**config.mk**
```make
export PLATFORM = sky130hd
export DESIGN_NAME = cke_pd_ctrl
export DESIGN_NICKNAME = d
export VERILOG_FILES = /design/src/rtl/cke_pd_pkg.sv /design/src/rtl/cke_pd_modesel.sv /design/src/rtl/cke_pd_recov.sv /design/src/rtl/cke_pd_outdec.sv /design/src/rtl/cke_pd_ctrl.sv
export SDC_FILE = /design/constraint.sdc
export NUM_CORES = 1
export LEC_CHECK = 0
export BUFFER_PORTS_ARGS = -buffer_cell sky130_fd_sc_hd__buf_2
export CAP_MARGIN = 20
export CORE_AREA = 3 3 40 42
export CTS_BUF_LIST = sky130_fd_sc_hd__clkbuf_2 sky130_fd_sc_hd__clkbuf_4 sky130_fd_sc_hd__clkbuf_8
export DETAILED_ROUTE_END_ITERATION = 10
export DIE_AREA = 0 0 43 45
export GPL_TIMING_DRIVEN = 0
export PLACE_DENSITY = 0.4
export SYNTH_ARGS = -nofsm -noshare
export SYNTH_HDL_FRONTEND = slang
export SYNTH_HIERARCHICAL = 1
export SYNTH_SLANG_ARGS = --single-unit
```
**constraint.sdc**
```tcl
create_clock -name clk -period 2.2 [get_ports clk]
set_clock_uncertainty 0.15 [all_clocks]
set_input_delay 0 -clock clk [delete_from_list [all_inputs] [get_ports clk]]
set_output_delay 0 -clock clk [all_outputs]
set_load 0.02 [all_outputs]
```
**src/rtl/cke_pd_pkg.sv**
```systemverilog
package cke_pd_pkg;

    typedef enum logic [1:0] {
        ST_RUN  = 2'd0,
        ST_SUSP = 2'd1,
        ST_PDN  = 2'd2,
        ST_EXIT = 2'd3
    } pd_state_e;

    localparam logic [1:0] MODE_RUN  = 2'b00;
    localparam logic [1:0] MODE_SUSP = 2'b01;
    localparam logic [1:0] MODE_PDN  = 2'b10;

    typedef struct packed {
        pd_state_e state;
        logic      pend;
    } pd_regs_t;

endpackage

```
**src/rtl/cke_pd_modesel.sv**
```systemverilog
module cke_pd_modesel
    import cke_pd_pkg::*;
(
    input  logic      all_idle,
    output pd_state_e low_state
);
    // Lowering CKE with every bank idle is power-down; otherwise clock suspend.
    always_comb begin
        if (all_idle) begin
            low_state = ST_PDN;
        end else begin
            low_state = ST_SUSP;
        end
    end
endmodule

```
**src/rtl/cke_pd_recov.sv**
```systemverilog
module cke_pd_recov #(
    parameter int EXIT_CYC = 1
) (
    input  logic clk,
    input  logic rst_n,
    input  logic start,
    output logic busy,
    output logic last
);
    localparam int CW = $clog2(EXIT_CYC + 1);
    localparam logic [CW-1:0] LOAD = CW'(EXIT_CYC);
    localparam logic [CW-1:0] ONE  = CW'(1);

    logic [CW-1:0] cnt_d, cnt_q;

    always_comb begin
        cnt_d = cnt_q;
        if (start) begin
            cnt_d = LOAD;
        end else if (cnt_q != '0) begin
            cnt_d = cnt_q - ONE;
        end
    end

    always_ff @(posedge clk or negedge rst_n) begin
        if (!rst_n) begin
            cnt_q <= '0;
        end else begin
            cnt_q <= cnt_d;
        end
    end

    assign busy = (cnt_q != '0);
    assign last = (cnt_q == ONE);
endmodule

```
**src/rtl/cke_pd_outdec.sv**
```systemverilog
module cke_pd_outdec
    import cke_pd_pkg::*;
(
    input  pd_state_e  state,
    output logic       cke,
    output logic       cmd_ready,
    output logic [1:0] mode
);
    always_comb begin
        cke       = 1'b1;
        cmd_ready = 1'b0;
        mode      = MODE_RUN;
        case (state)
            ST_RUN: begin
                cmd_ready = 1'b1;
            end
            ST_SUSP: begin
                cke  = 1'b0;
                mode = MODE_SUSP;
            end
            ST_PDN: begin
                cke  = 1'b0;
                mode = MODE_PDN;
            end
            default: begin
                cke = 1'b1;
            end
        endcase
    end
endmodule

```
**src/rtl/cke_pd_ctrl.sv**
```systemverilog
module cke_pd_ctrl
    import cke_pd_pkg::*;
#(
    parameter int EXIT_CYC = 1
) (
    input  logic       clk,
    input  logic       rst_n,
    input  logic       enter_req,
    input  logic       exit_req,
    input  logic       all_idle,
    output logic       cke,
    output logic       cmd_ready,
    output logic [1:0] mode
);
    pd_regs_t  r_d, r_q;
    pd_state_e low_state;
    logic      rec_start, rec_busy, rec_last;

    cke_pd_modesel u_sel (
        .all_idle  (all_idle),
        .low_state (low_state)
    );

    cke_pd_recov #(.EXIT_CYC(EXIT_CYC)) u_rec (
        .clk   (clk),
        .rst_n (rst_n),
        .start (rec_start),
        .busy  (rec_busy),
        .last  (rec_last)
    );

    always_comb begin
        r_d       = r_q;
        rec_start = 1'b0;
        case (r_q.state)
            ST_RUN: begin
                // enter wins over a simultaneous exit while running
                if (enter_req) begin
                    r_d.state = low_state;
                end
            end
            ST_SUSP, ST_PDN: begin
                // exit wins; a simultaneous enter is dropped
                if (exit_req) begin
                    r_d.state = ST_EXIT;
                    rec_start = 1'b1;
                end
            end
            default: begin
                r_d.pend = r_q.pend | enter_req;
                if (rec_last || !rec_busy) begin
                    r_d.pend  = 1'b0;
                    r_d.state = (r_q.pend || enter_req) ? low_state : ST_RUN;
                end
            end
        endcase
    end

    always_ff @(posedge clk or negedge rst_n) begin
        if (!rst_n) begin
            r_q <= '{state: ST_RUN, pend: 1'b0};
        end else begin
            r_q <= r_d;
        end
    end

    cke_pd_outdec u_dec (
        .state     (r_q.state),
        .cke       (cke),
        .cmd_ready (cmd_ready),
        .mode      (mode)
    );
endmodule

```
==> results.sh <==
export IMPL_outcome="finished clean"
export IMPL_start_kind="flop"
export IMPL_fin_crit_sh_pct=86.89
export IMPL_whs_ps=393.8
export IMPL_layout_area_seq_sq_um=100.1
export IMPL_wirelength_microns=681
export IMPL_hold_buffers=5
export IMPL_yosys_area_share_simple_pct=12.40
export IMPL_hold_viol=0
export IMPL_port_buffer_count=8
export IMPL_initial_core_util_pct=25.12
export IMPL_drc=0
export IMPL_postCtsSetupBuffers=0
export IMPL_p_clk_share_pct=12.8
export IMPL_ys_types=12
export IMPL_cts_buffers=3
export IMPL_drt_iter0_markers=1
export IMPL_place_gp_congestion=0.7219
export IMPL_syn_inst=34
export IMPL_h_tree_depth=1
export IMPL_nNetsFinal=62
export IMPL_cts_path_max_buffers=2
export IMPL_path_clk_slew_ps=30
export IMPL_rows=13
export IMPL_syn_to_final_growth_pct=40.70
export IMPL_clk_latency_ps=230
export IMPL_drtPass1Iterations=4
export IMPL_wl_per_cell_microns=10.48
export IMPL_grt_usage_pct=8.536
export IMPL_ir_worst_vdd_mv=0.3870
export IMPL_max_slew_margin_pct=87.41
export IMPL_p_sw_w=0.0003095
export IMPL_finalPower_w=0.0006733
export IMPL_multi_input_area_sq_um=185.2
export IMPL_cp_required_ps=2200
export IMPL_grt_pass1_vias=314
export IMPL_nFillCells=144
export IMPL_p_int_w=0.0003637
export IMPL_report_final_slew_viol_count=0
export IMPL_ys_ff_latch=4
export IMPL_placed_area_sq_um=381.6
export IMPL_endpoint_kind="flop"
export IMPL_synth_area_per_cell_sq_um=9.494
export IMPL_maxCapViolations=0
export IMPL_vias_per_cell=4.523
export IMPL_setup_ws_ps=288.4
export IMPL_p_leak_nw=0.2313
export IMPL_antenna_found_initial=0
export IMPL_root_buffer="clkbuf_4"
export IMPL_yosys_warnings=6
export IMPL_antenna_cells=0
export IMPL_grt_pass1_wl_mm=1.186
export IMPL_min_period_ps=1912
export IMPL_critPathMaxFanout=5
export IMPL_die_y_microns=45
export IMPL_synth_xor_area_share_pct=0
export IMPL_syn_nets=44
export IMPL_p_comb_share_pct=64.5
export IMPL_core_sq_um=1285
export IMPL_cts_sinks=4
export IMPL_yosysSeqAreaShare_pct=31.01
export IMPL_vias=294
export IMPL_cts_repair_resized=0
export IMPL_dieArea_sq_um=1935
export IMPL_setup_violations_final=0
export IMPL_synth_top_family_by_area="compound AO/OA/AOI/OAI gates"
export IMPL_fin_area_sq_um=454.2
export IMPL_final_common_cell="buf_2"
export IMPL_power_density_nw_per_um2=1482
export IMPL_antenna_left=0
export IMPL_seqPwrFrac_pct=22.7
export IMPL_synth_mux_area_share_pct=0
export IMPL_rsz0062_at_grt="false"
export IMPL_critPathKind="reg2reg"
export IMPL_setup_tns_ps=0
export IMPL_arrival_ps=1910
export IMPL_dieWidth_microns=43
export IMPL_min_path_type="in2reg"
export IMPL_fmax_mhz=523.1
export IMPL_synth_compound_area_share_pct=25.58
export IMPL_sw_frac_of_total_pct=45.97
export IMPL_drive_gt1_share_pct=28.00
export IMPL_synth_fa_ha_area_share_pct=19.38
export IMPL_final_cell_mix="8 x buf_2, 6 x inv_1, 6 x a21oi_1, 5 x ha_1, 5 x dlygate4sd3_1"
export IMPL_overflow=0
export IMPL_pre_cts_slack_ps=268.6
export IMPL_grt_max_degree=7
export IMPL_cts_tree="yes"
export IMPL_io_pins=9
export IMPL_worst_pin_slew_ps=188.8
export IMPL_netlist_area_sq_um=322.8
==> routing by layer <==
metal  wire, microns  vias up  GRT usage, %  share of wire, %
li1                -      153             -                 -
met1             260      135         8.068                38
met2             389        6         15.27                57
met3              31        0         2.390               4.6
met4               0        0         7.229                 0
met5               0        -             0                 0
==> critical path, cell delays in order (launching register included) <==
cell and delay, ps:
dfrtp_1 420, inv_1 70, ha_1 350, or4b_4 520, o2111a_1 170, a21oi_1 160
==> synth_stat cells <==
master     count  area [sq um]
and2_1         1         6.260
a21oi_1        6         30.03
inv_1          6         22.52
ha_1           5         62.56
or2b_1         1         7.510
buf_4          2         15.01
or4b_4         1         13.76
o2111a_1       2         22.52
nand2b_1       2         12.51
a31oi_1        2         12.51
dfrtp_1        4         100.1
o2111ai_1      2         17.52
==> metrics by stage <==
step / util [%] / std cells
after floorplan: - / 34
after global placement: 29.70 / 57
after detailed placement: 29.70 / 57
after CTS: 35.35 / 65
after global routing: 35.35 / 65
final: 35.35 / 65
==> layout make-up <==
cell class / count / area share [%]
Inverter: 6 / 4.959
Tap cell: 15 / 4.132
Buffer: 2 / 3.306
Multi-Input combinational cell: 22 / 40.77
Clock buffer: 3 / 4.959
Timing Repair Buffer: 13 / 19.83
Sequential cell: 4 / 22.04
==> flip-flops by register name (all words and copies together) (netlist names) <==
register / flops
r_q: 3
u_rec/busy: 1
==> cell families (layout without fill, tap and decap cells) <==
group,count (synthesis),in the layout
fa+ha+maj,5,5
compound gates,12,12
flops,4,4
simple gates,5,5
buf+inv,8,24
==> path summary, 6_finish.rpt <==
path | cells after the start | endpoint | slack (ps) | startpoint
min in group asynchronous | 3 | r_q[1]$_DFFE_PN0P_ | 510 | rst_n
max in group asynchronous | 3 | r_q[2]$_DFFE_PN0P_ | 1230 | rst_n
worst min-delay path | 3 | u_rec/busy$_DFF_PN0_ | 390 | exit_req
worst max-delay path | 5 | r_q[1]$_DFFE_PN0P_ | 290 | r_q[1]$_DFFE_PN0P_
worst max register to register | 5 | r_q[1]$_DFFE_PN0P_ | 290 | r_q[1]$_DFFE_PN0P_
worst min register to register | 2 | r_q[0]$_DFFE_PN0P_ | 430 | r_q[0]$_DFFE_PN0P_
==> power groups by stage <==
stage / logic (W) / registers (W) / clock network [W]
finish: 0.000434 / 0.000153 / 0.0000865
global route: 0.000490 / 0.000160 / 0.000100
CTS: 0.000442 / 0.000154 / 0.0000920
detailed placement: 0.000435 / 0.000155 / 0
global placement: 0.000425 / 0.000156 / 0
floorplan: 0.000341 / 0.000141 / 0
Note: power is estimated with default switching activity, not from simulation.
